### src/rtl/ce_pkg.sv
package ce_pkg;

  // register word addresses
  localparam logic [3:0] RA_SRC_BASE = 4'd0;
  localparam logic [3:0] RA_SRC_SIZE = 4'd1;
  localparam logic [3:0] RA_SRC_WR   = 4'd2;
  localparam logic [3:0] RA_SRC_RD   = 4'd3;
  localparam logic [3:0] RA_DST_BASE = 4'd4;
  localparam logic [3:0] RA_DST_SIZE = 4'd5;
  localparam logic [3:0] RA_DST_WR   = 4'd6;
  localparam logic [3:0] RA_DST_RD   = 4'd7;
  localparam logic [3:0] RA_MAX_LEN  = 4'd8;
  localparam logic [3:0] RA_STATUS   = 4'd9;

  // flag positions inside descriptor word 1
  localparam int FB_GATHER = 16;
  localparam int FB_SWAP   = 17;

  typedef enum logic [3:0] {
    ST_IDLE, ST_SA, ST_SC, ST_SCW, ST_DA, ST_DAW,
    ST_CRD, ST_CWR, ST_SDONE, ST_WB
  } walk_state_t;

  // word address of word w of descriptor idx in a ring at base
  function automatic logic [31:0] desc_loc(logic [31:0] base, logic [15:0] idx, logic w);
    return base + {15'd0, idx, w};
  endfunction

  // next ring slot with wrap
  function automatic logic [15:0] ring_step(logic [15:0] idx, logic [15:0] mask);
    return (idx + 16'd1) & mask;
  endfunction

  // whole words needed for a byte count
  function automatic logic [15:0] words_of(logic [15:0] nbytes);
    return 16'((17'(nbytes) + 17'd3) >> 2);
  endfunction

endpackage

### src/rtl/ce_word_swap.sv
module ce_word_swap #(
  parameter int DW = 32
) (
  input  logic          swap_en,
  input  logic [DW-1:0] din,
  output logic [DW-1:0] dout
);
  localparam int NB = DW / 8;

  for (genvar b = 0; b < NB; b++) begin : g_lane
    assign dout[8*b +: 8] = swap_en ? din[8*(NB-1-b) +: 8] : din[8*b +: 8];
  end
endmodule

### src/rtl/ce_regs.sv
module ce_regs
  import ce_pkg::*;
#(
  parameter int AW    = 16,
  parameter int IDX_W = 8
) (
  input  logic             clk,
  input  logic             rst_n,
  input  logic             reg_wr,
  input  logic [3:0]       reg_addr,
  input  logic [31:0]      reg_wdata,
  output logic [31:0]      reg_rdata,
  input  logic [IDX_W-1:0] src_rd,
  input  logic [IDX_W-1:0] dst_rd,
  input  logic             err_set,
  output logic [AW-1:0]    src_base,
  output logic [AW-1:0]    dst_base,
  output logic [IDX_W-1:0] src_mask,
  output logic [IDX_W-1:0] dst_mask,
  output logic [IDX_W-1:0] src_wr,
  output logic [IDX_W-1:0] dst_wr,
  output logic [15:0]      max_len,
  output logic             err_flag,
  output logic             err_clr
);
  localparam int SZ_W = IDX_W + 1;

  logic [SZ_W-1:0] src_size, dst_size;

  assign src_mask = IDX_W'(src_size - SZ_W'(1));
  assign dst_mask = IDX_W'(dst_size - SZ_W'(1));
  assign err_clr  = reg_wr && (reg_addr == RA_STATUS) && reg_wdata[0];

  always_ff @(posedge clk) begin
    if (!rst_n) begin
      src_base <= '0;
      dst_base <= '0;
      src_size <= SZ_W'(1);
      dst_size <= SZ_W'(1);
      src_wr   <= '0;
      dst_wr   <= '0;
      max_len  <= '0;
      err_flag <= 1'b0;
    end else begin
      if (reg_wr) begin
        case (reg_addr)
          RA_SRC_BASE: src_base <= reg_wdata[AW-1:0];
          RA_SRC_SIZE: src_size <= reg_wdata[SZ_W-1:0];
          RA_SRC_WR:   src_wr   <= reg_wdata[IDX_W-1:0] & src_mask;
          RA_DST_BASE: dst_base <= reg_wdata[AW-1:0];
          RA_DST_SIZE: dst_size <= reg_wdata[SZ_W-1:0];
          RA_DST_WR:   dst_wr   <= reg_wdata[IDX_W-1:0] & dst_mask;
          RA_MAX_LEN:  max_len  <= reg_wdata[15:0];
          default: ;
        endcase
      end
      if (err_set)      err_flag <= 1'b1;
      else if (err_clr) err_flag <= 1'b0;
    end
  end

  always_comb begin
    case (reg_addr)
      RA_SRC_BASE: reg_rdata = 32'(src_base);
      RA_SRC_SIZE: reg_rdata = 32'(src_size);
      RA_SRC_WR:   reg_rdata = 32'(src_wr);
      RA_SRC_RD:   reg_rdata = 32'(src_rd);
      RA_DST_BASE: reg_rdata = 32'(dst_base);
      RA_DST_SIZE: reg_rdata = 32'(dst_size);
      RA_DST_WR:   reg_rdata = 32'(dst_wr);
      RA_DST_RD:   reg_rdata = 32'(dst_rd);
      RA_MAX_LEN:  reg_rdata = 32'(max_len);
      RA_STATUS:   reg_rdata = 32'(err_flag);
      default:     reg_rdata = 32'h0;
    endcase
  end
endmodule

### src/rtl/ce_ring_walker.sv
module ce_ring_walker
  import ce_pkg::*;
#(
  parameter int AW    = 16,
  parameter int IDX_W = 8
) (
  input  logic             clk,
  input  logic             rst_n,
  input  logic [AW-1:0]    src_base,
  input  logic [AW-1:0]    dst_base,
  input  logic [IDX_W-1:0] src_mask,
  input  logic [IDX_W-1:0] dst_mask,
  input  logic [IDX_W-1:0] src_wr,
  input  logic [IDX_W-1:0] dst_wr,
  input  logic [15:0]      max_len,
  output logic             mem_req,
  output logic             mem_we,
  output logic [AW-1:0]    mem_addr,
  output logic [31:0]      mem_wdata,
  input  logic [31:0]      mem_rdata,
  output logic [IDX_W-1:0] src_rd,
  output logic [IDX_W-1:0] dst_rd,
  output logic             copy_done,
  output logic             err_set,
  output logic             busy,
  output logic             wb_fire
);
  walk_state_t state;
  logic [AW-1:0] s_addr, d_ptr;
  logic [15:0]   s_cnt, acc, widx, nwords;
  logic          s_gather, s_swap, d_open;
  logic [31:0]   swapped;
  logic          src_pend, dst_pend, too_long;

  ce_word_swap #(.DW(32)) u_swap (.swap_en(s_swap), .din(mem_rdata), .dout(swapped));

  assign src_pend = (src_rd != src_wr);
  assign dst_pend = (dst_rd != dst_wr);
  assign too_long = (mem_rdata[15:0] > max_len);
  assign busy     = (state != ST_IDLE);
  assign err_set  = (state == ST_SCW) && too_long;

  always_comb begin
    mem_req   = 1'b0;
    mem_we    = 1'b0;
    mem_addr  = '0;
    mem_wdata = '0;
    wb_fire   = 1'b0;
    case (state)
      ST_SA: begin
        mem_req  = 1'b1;
        mem_addr = AW'(desc_loc(32'(src_base), 16'(src_rd), 1'b0));
      end
      ST_SC: begin
        mem_req  = 1'b1;
        mem_addr = AW'(desc_loc(32'(src_base), 16'(src_rd), 1'b1));
      end
      ST_DA: begin
        mem_req  = 1'b1;
        mem_addr = AW'(desc_loc(32'(dst_base), 16'(dst_rd), 1'b0));
      end
      ST_CRD: begin
        mem_req  = 1'b1;
        mem_addr = AW'(32'(s_addr) + 32'(widx));
      end
      ST_CWR: begin
        mem_req   = 1'b1;
        mem_we    = 1'b1;
        mem_addr  = d_ptr;
        mem_wdata = swapped;
      end
      ST_WB: begin
        mem_req   = 1'b1;
        mem_we    = 1'b1;
        mem_addr  = AW'(desc_loc(32'(dst_base), 16'(dst_rd), 1'b1));
        mem_wdata = {16'h0, acc};
        wb_fire   = 1'b1;
      end
      default: ;
    endcase
  end

  always_ff @(posedge clk) begin
    if (!rst_n) begin
      state     <= ST_IDLE;
      s_addr    <= '0;
      d_ptr     <= '0;
      s_cnt     <= '0;
      acc       <= '0;
      widx      <= '0;
      nwords    <= '0;
      s_gather  <= 1'b0;
      s_swap    <= 1'b0;
      d_open    <= 1'b0;
      src_rd    <= '0;
      dst_rd    <= '0;
      copy_done <= 1'b0;
    end else begin
      copy_done <= 1'b0;
      case (state)
        ST_IDLE: if (src_pend && (d_open || dst_pend)) state <= ST_SA;
        ST_SA:   state <= ST_SC;
        ST_SC: begin
          s_addr <= AW'(mem_rdata);
          state  <= ST_SCW;
        end
        ST_SCW: begin
          s_cnt    <= mem_rdata[15:0];
          s_gather <= mem_rdata[FB_GATHER];
          s_swap   <= mem_rdata[FB_SWAP];
          nwords   <= words_of(mem_rdata[15:0]);
          widx     <= '0;
          if (too_long) begin
            src_rd <= IDX_W'(ring_step(16'(src_rd), 16'(src_mask)));
            state  <= ST_IDLE;
          end else if (!d_open) begin
            state <= ST_DA;
          end else begin
            state <= (mem_rdata[15:0] == 16'd0) ? ST_SDONE : ST_CRD;
          end
        end
        ST_DA: state <= ST_DAW;
        ST_DAW: begin
          d_ptr  <= AW'(mem_rdata);
          d_open <= 1'b1;
          acc    <= '0;
          state  <= (nwords == 16'd0) ? ST_SDONE : ST_CRD;
        end
        ST_CRD: state <= ST_CWR;
        ST_CWR: begin
          d_ptr <= d_ptr + AW'(1);
          widx  <= widx + 16'd1;
          state <= (widx + 16'd1 == nwords) ? ST_SDONE : ST_CRD;
        end
        ST_SDONE: begin
          acc    <= acc + s_cnt;
          src_rd <= IDX_W'(ring_step(16'(src_rd), 16'(src_mask)));
          state  <= s_gather ? ST_IDLE : ST_WB;
        end
        ST_WB: begin
          dst_rd    <= IDX_W'(ring_step(16'(dst_rd), 16'(dst_mask)));
          d_open    <= 1'b0;
          copy_done <= 1'b1;
          state     <= ST_IDLE;
        end
        default: state <= ST_IDLE;
      endcase
    end
  end
endmodule

### src/rtl/ce_copy_engine.sv
module ce_copy_engine
  import ce_pkg::*;
#(
  parameter int AW    = 16,
  parameter int IDX_W = 8
) (
  input  logic          clk,
  input  logic          rst_n,
  input  logic          reg_wr,
  input  logic [3:0]    reg_addr,
  input  logic [31:0]   reg_wdata,
  output logic [31:0]   reg_rdata,
  output logic          mem_req,
  output logic          mem_we,
  output logic [AW-1:0] mem_addr,
  output logic [31:0]   mem_wdata,
  input  logic [31:0]   mem_rdata,
  output logic          copy_done,
  output logic          err_flag
);
  logic [AW-1:0]    src_base, dst_base;
  logic [IDX_W-1:0] src_mask, dst_mask, src_wr, dst_wr, src_rd, dst_rd;
  logic [15:0]      max_len;
  logic             err_set, err_clr, busy, wb_fire;

  ce_regs #(.AW(AW), .IDX_W(IDX_W)) u_regs (
    .clk(clk), .rst_n(rst_n),
    .reg_wr(reg_wr), .reg_addr(reg_addr), .reg_wdata(reg_wdata), .reg_rdata(reg_rdata),
    .src_rd(src_rd), .dst_rd(dst_rd), .err_set(err_set),
    .src_base(src_base), .dst_base(dst_base),
    .src_mask(src_mask), .dst_mask(dst_mask),
    .src_wr(src_wr), .dst_wr(dst_wr),
    .max_len(max_len), .err_flag(err_flag), .err_clr(err_clr)
  );

  ce_ring_walker #(.AW(AW), .IDX_W(IDX_W)) u_walk (
    .clk(clk), .rst_n(rst_n),
    .src_base(src_base), .dst_base(dst_base),
    .src_mask(src_mask), .dst_mask(dst_mask),
    .src_wr(src_wr), .dst_wr(dst_wr), .max_len(max_len),
    .mem_req(mem_req), .mem_we(mem_we), .mem_addr(mem_addr),
    .mem_wdata(mem_wdata), .mem_rdata(mem_rdata),
    .src_rd(src_rd), .dst_rd(dst_rd),
    .copy_done(copy_done), .err_set(err_set),
    .busy(busy), .wb_fire(wb_fire)
  );
endmodule

### config.mk
export PLATFORM = sky130hd
export DESIGN_NAME = ce_copy_engine
export DESIGN_NICKNAME = d
export VERILOG_FILES = /design/src/rtl/ce_pkg.sv /design/src/rtl/ce_word_swap.sv /design/src/rtl/ce_regs.sv /design/src/rtl/ce_ring_walker.sv /design/src/rtl/ce_copy_engine.sv
export SDC_FILE = /design/constraint.sdc
export NUM_CORES = 1
export LEC_CHECK = 0
export ABC_AREA = 1
export BUFFER_PORTS_ARGS = -buffer_cell sky130_fd_sc_hd__buf_2
export CAP_MARGIN = 20
export CELL_PAD_IN_SITES_DETAIL_PLACEMENT = 0
export CELL_PAD_IN_SITES_GLOBAL_PLACEMENT = 1
export CORE_ASPECT_RATIO = 1.75
export CORE_MARGIN = 4
export CORE_UTILIZATION = 41
export DETAILED_ROUTE_END_ITERATION = 8
export GPL_TIMING_DRIVEN = 0
export HOLD_SLACK_MARGIN = 0.03
export PLACE_DENSITY = 0.82
export SYNTH_ARGS = -nofsm -noshare
export SYNTH_HDL_FRONTEND = slang
export SYNTH_SLANG_ARGS = --single-unit
### constraint.sdc
create_clock -name clk -period 3.36 [get_ports clk]
set_input_delay 0.168 -clock clk [delete_from_list [all_inputs] [get_ports clk]]
set_output_delay 0.168 -clock clk [all_outputs]
set_load 0.01 [all_outputs]
Word level (Yosys, flattened, before mapping):

Cells that the tools add are included.

* reductions and logical operators: 25
* eq/ne operators: 23
* bitwise gates (word level): 4
* order comparisons: 1
* $add $sub $neg: 13
* multiplexer cells: 26

Operators by type and width (number)
* case mux 16 bit (10 select lines): 1
* case mux 16 bit (2 select lines): 3
* case mux 16 bit (6 select lines): 1
* adder 16 x 9 -> 16 bit: 4
* case mux 32 bit (2 select lines): 1
* 2-to-1 mux 8 bit: 5
* case mux 4 bit (9 select lines): 1
* adder 16 x 1 -> 16 bit (second input constant): 2
* adder 16 bit: 2
* bitwise AND 8 bit: 4
* equality test 4 x 3 -> 1 bit (second input constant): 8
* logical NOT 16 bit: 2
* 2-to-1 mux 4 bit: 7
* adder 16 x 2 -> 17 bit (second input constant): 1
* adder 8 x 1 -> 8 bit (second input constant): 2
* equality test 16 x 15 -> 1 bit: 1
* equality test 4 x 2 -> 1 bit (second input constant): 4
* equality test 4 bit (second input constant): 4
* > comparator 16 bit: 1
* != test 8 bit: 2
* case mux 8 bit (2 select lines): 1
* AND reduction 2 bit: 8
* subtractor 8 x 1 -> 8 bit (second input constant): 2
* nonzero test 2 bit: 6
* other kinds (9): 19

* input port bits: 71
* register bits after elaboration: 202

Depth between registers and ports, before layout:

* depth after elaboration: 5
* mapped depth: 17

By module:

From an unflattened synthesis, not the netlist that was laid out.

* cell total of the unflattened synthesis: 2381
* area, all modules: 15074.5 um2

Modules (own cells, without submodules)
* ce_ring_walker: cells each 1685, times used 1, area each 10420.0 um2
* ce_regs: cells each 592, times used 1, area each 4160.2 um2
* ce_word_swap: cells each 104, times used 1, area each 494.2 um2

Least setup slack after synthesis:

No wires, ideal clock.

* path type: register to output
* from: register u_walk.dst_rd[0]
* to: output mem_addr[15]
* path slack: 1.204 ns
* arrival time: 1.988 ns
* data required time: 3.192 ns
* cell stages (with the launch flop): 12
* cell sequence: dfxtp_1 ha_1 fa_1 inv_1 o21ai_0 a21oi_1 o21ai_0 nand3_1 nand2_1 o21ai_0 nor2_1 nand2_1

* word-level cells in the longest chain between the ends: 2
* elaborated cells on any way between the ends: 3
* classes of those cells: add/sub: 2; mux: 1

Ends and longest elaborated chain
* from (decl): line ce_ring_walker.sv:22 `output logic [IDX_W-1:0] dst_rd,`
* from (signal assigned): line ce_ring_walker.sv:141 `dst_rd <= IDX_W'(ring_step(16'(dst_rd), 16'(dst_mask)));`
* adder 16 x 9 -> 16 bit: line ce_pkg.sv:26 `return base + {15'd0, idx, w};`
* case mux 16 bit (6 select lines) (*): line ce_ring_walker.sv:49 `case (state)`
* to (decl): line ce_copy_engine.sv:15 `output logic [AW-1:0] mem_addr,`

Mark *: on every way between the ends. The rest lies on a longest branch, timed or not.

Worst setup path after layout:

* from: register u_walk.state[1]
* to: output mem_addr[3]

* word-level cells in the longest chain between the ends: 2
* elaborated cells on any way between the ends: 7
* classes of those cells: eq/ne: 6; mux: 1

Ends and longest elaborated chain
* from (decl): line ce_ring_walker.sv:28 `walk_state_t state;`
* from (signal assigned): line ce_ring_walker.sv:119 `state <= (mem_rdata[15:0] == 16'd0) ? ST_SDONE : ST_CRD;`
* from (signal assigned): line ce_ring_walker.sv:127 `state <= (nwords == 16'd0) ? ST_SDONE : ST_CRD;`
* from (signal assigned): line ce_ring_walker.sv:133 `state <= (widx + 16'd1 == nwords) ? ST_SDONE : ST_CRD;`
* equality test 4 bit (tied with other cells): line ce_ring_walker.sv:49
* case mux 16 bit (6 select lines) (*): line ce_ring_walker.sv:49

Marks and branches as above.

==> flow_summary.toml <==
[global_route]
grt_start_max_net_pins = 15
antenna_found_initial = 1
grt_pass1_wl_um = 95230
track_usage = 0.3275
grt_pass1_vias = 16160
gr-total-overflow = 0

[yosys]
ys_seq_elements = 202
seq_area_frac_synth = 0.2819
avgSynthCellArea_um2 = 6.415
synth_top_family_by_area = "compound AO/OA/AOI/OAI gates"
synth_xor_area_frac = 0.02791
synth_area_um2 = 14340
yosysTopAreaCell = "dfxtp_1"
synth-simple-area-share = 0.2585
muxShareOfSynthArea = 0.0006978
synth_top_area_frac = 0.2819
ys_types = 53
syn_inst = 2236
synth.area.top_cells = "dfxtp_1, nand2_1, a21oi_1"
synthAdderAreaFrac = 0.06769
yosys_warnings = 0
synth_edf_count = 0
synthArstFlopShare = 0
ys.flop_type = "dfxtp_1"
synth-compound-area-share = 0.2599

[placement]
placed_cells = 2833
dp.final_hpwl_um = 52110
portBuffers = 122
postPlaceCellArea_um2 = 15590
gp_congestion = 1.014

[clock_network]
cts_root_buf = "clkbuf_16"
clk_path_buf_depth = 3
clkSinkCount = 202
clk_latency_ns = 0.56
cts_tree = "done"
htreeDepth = 1
cts_setup_buffers = 0
cts.clk_slew.worst_paths_ns = 0.07
cts_buffers = 23

[sta]
skew_ns = 0.02088
fmax_ghz = 0.3053
relSlewSlack = 0.2621
setup_viol = 0
slew_violations = 0
tightest_slew_ns = 1.107
fin_crit_ns = 3.276
finalSetupTns_ns = 0
rsz0062_at_grt = "no"
fin_crit_sh = 0.9749
hold_ws_ns = 0.05254
finalHoldViolCount = 0

[setup_path]
max_stage_delay_ns = 0.51
worstPathMaxFanout = 10
crit_top_cell = "inv_2"
crit_type = "flip-flop to primary output"
arrival_ns = 3.11
endpoint_kind = "primary output"
cp_cell_sequence = "inv_2 > nand2_1 > nor3_4 > inv_2 > clkbuf_1 > a21oi_1 > o21ai_0 > nand3_1 > buf_2"
required_ns = 3.19
crit_slowest_cell = "nor3_4"
startpoint_type = "flip-flop"

[finish]
syn_to_final_growth_pct = 15.19
finalNetCount = 2560
multi_input_area_um2 = 8905
finalNonFillerCells = 2893
fin_area_um2 = 16520
seqCellArea_um2 = 4049
fill_cells = 3749
final_common_cell = "nand2_1"
mostFrequentLayoutCells = "nand2_1, a21oi_1, o21ai_0"
drive_gt1_frac = 0.09704
final_util = 0.4779

[floorplanning]
die_x_um = 149.4
die_h_um = 255.4
die_area_um2 = 38160
io_pins = 155
coreArea_um2 = 34570
num_rows = 90
start_util = 0.4149

[worst_hold_path]
hold_class = "primary input to flip-flop"

[route]
ant_nets = 0
vias_per_cell = 5.754
wl_per_cell_um = 22.34
drc = 0
vias = 16650
dr.first_iter.drc_count = 1156
drt_first_pass_iters = 6
finalWirelength_um = 64620

[pwr]
power_leakage_nw = 7.079
ir_worst_vdd_mv = 0.3698
pwr_density_cell_nw_per_um2 = 361.7

[run_status]
status = "finished clean"

[run]
cap_violations = 0
==> state kept, by name, summed over array words and instances (netlist names), 4 cells and up <==
name and count:
u_regs.dst_base 16, u_regs.dst_size 9, u_regs.dst_wr 8, u_regs.max_len 16, u_regs.src_base 16, u_regs.src_size 9
u_regs.src_wr 8, u_walk.acc 16, u_walk.d_ptr 16, u_walk.dst_rd 8, u_walk.nwords 15, u_walk.s_addr 16
u_walk.s_cnt 16, u_walk.src_rd 8, u_walk.state 4, u_walk.widx 16
==> what timing repair did <==
item | in CTS | in global routing
hold buffers | 17 | 0
gates cloned | 0 | 0
gates resized for setup | 3 | 15
setup endpoints to repair | 4 | 8
pin swaps | 0 | 1
endpoints found under the hold margin | 35 | 0
==> final cells by class <==
class,instances,share of cell area
inverters,275,0.06248
well taps,460,0.03484
clock inverters,13,0.006740
repair buffers,139,0.04725
flip-flops and latches,202,0.2451
multi-input cells,1676,0.5390
plain buffers,98,0.02711
clock buffers,29,0.03741
diodes,1,0.0001515
==> per-stage QoR <==
stage | power, mW | worst slack (ns)
after detailed placement | 3.411 | 0.4013
after CTS | 5.952 | 0.01344
after global routing | 6.136 | 0.008349
after floorplan | 3.054 | 1.204
after global placement | 3.405 | 0.4494
final | 5.976 | 0.08426
==> worst max-delay path, delay by kind of cell, from the launching register on <==
kind / cells / cell delay, ns
compound gates: 2 / 0.34
buf+inv: 4 / 1.00
flops: 1 / 0.37
simple gates: 3 / 0.86
==> cell families (layout without fill, tap and decap cells) <==
family / after synthesis / count (layout)
other: 1 / 17
flip-flops: 202 / 202
multiplexers: 1 / 1
adder cells (fa/ha/maj): 74 / 74
AO/OA/AOI/OAI: 684 / 684
buffers and inverters: 373 / 554
XOR/XNOR: 44 / 44
AND/OR/NAND/NOR: 857 / 857
==> synthesized netlist by cell type (all sizes together), types with 16 or more instances <==
| master | count |
|---|---|
| xor2 | 24 |
| nand3 | 138 |
| xnor2 | 19 |
| nor2 | 166 |
| buf | 30 |
| nor4 | 16 |
| inv | 270 |
| o22ai | 22 |
| a21oi | 299 |
| dfxtp | 202 |
| nor3 | 42 |
| nand2 | 442 |
| clkbuf | 68 |
| o21ai | 271 |
| nand4 | 30 |
| ha | 68 |
==> where the power goes <==
part | internal [mW] | switching [mW]
combinational | 0.251 | 0.613
sequential | 2.47 | 0.0625
clock | 1.39 | 1.18
total | 4.12 | 1.86
==> final timing paths <==
| kind | startpoint | to | slack, ns | depth (start not counted) |
|---|---|---|---|---|
| setup / recovery | u_walk.state[1] | mem_addr[3] | 0.08 | 9 |
| hold / removal | reg_wdata[14] | u_regs.max_len[14] | 0.05 | 3 |
| setup reg to reg | u_walk.state[2] | u_walk.s_addr[10] | 0.93 | 6 |
| hold reg to reg | u_walk.d_open | u_walk.d_open | 0.47 | 2 |
==> layer usage <==
layer | global-route usage | share of wire | up-vias
met5 | 0 | 0 | -
met4 | 0.2609 | 0.10 | 0
met3 | 0.04238 | 0.058 | 283
met2 | 0.5957 | 0.51 | 723
met1 | 0.3262 | 0.34 | 7683
li1 | - | - | 7956
Power figures use the tool's default switching activity.
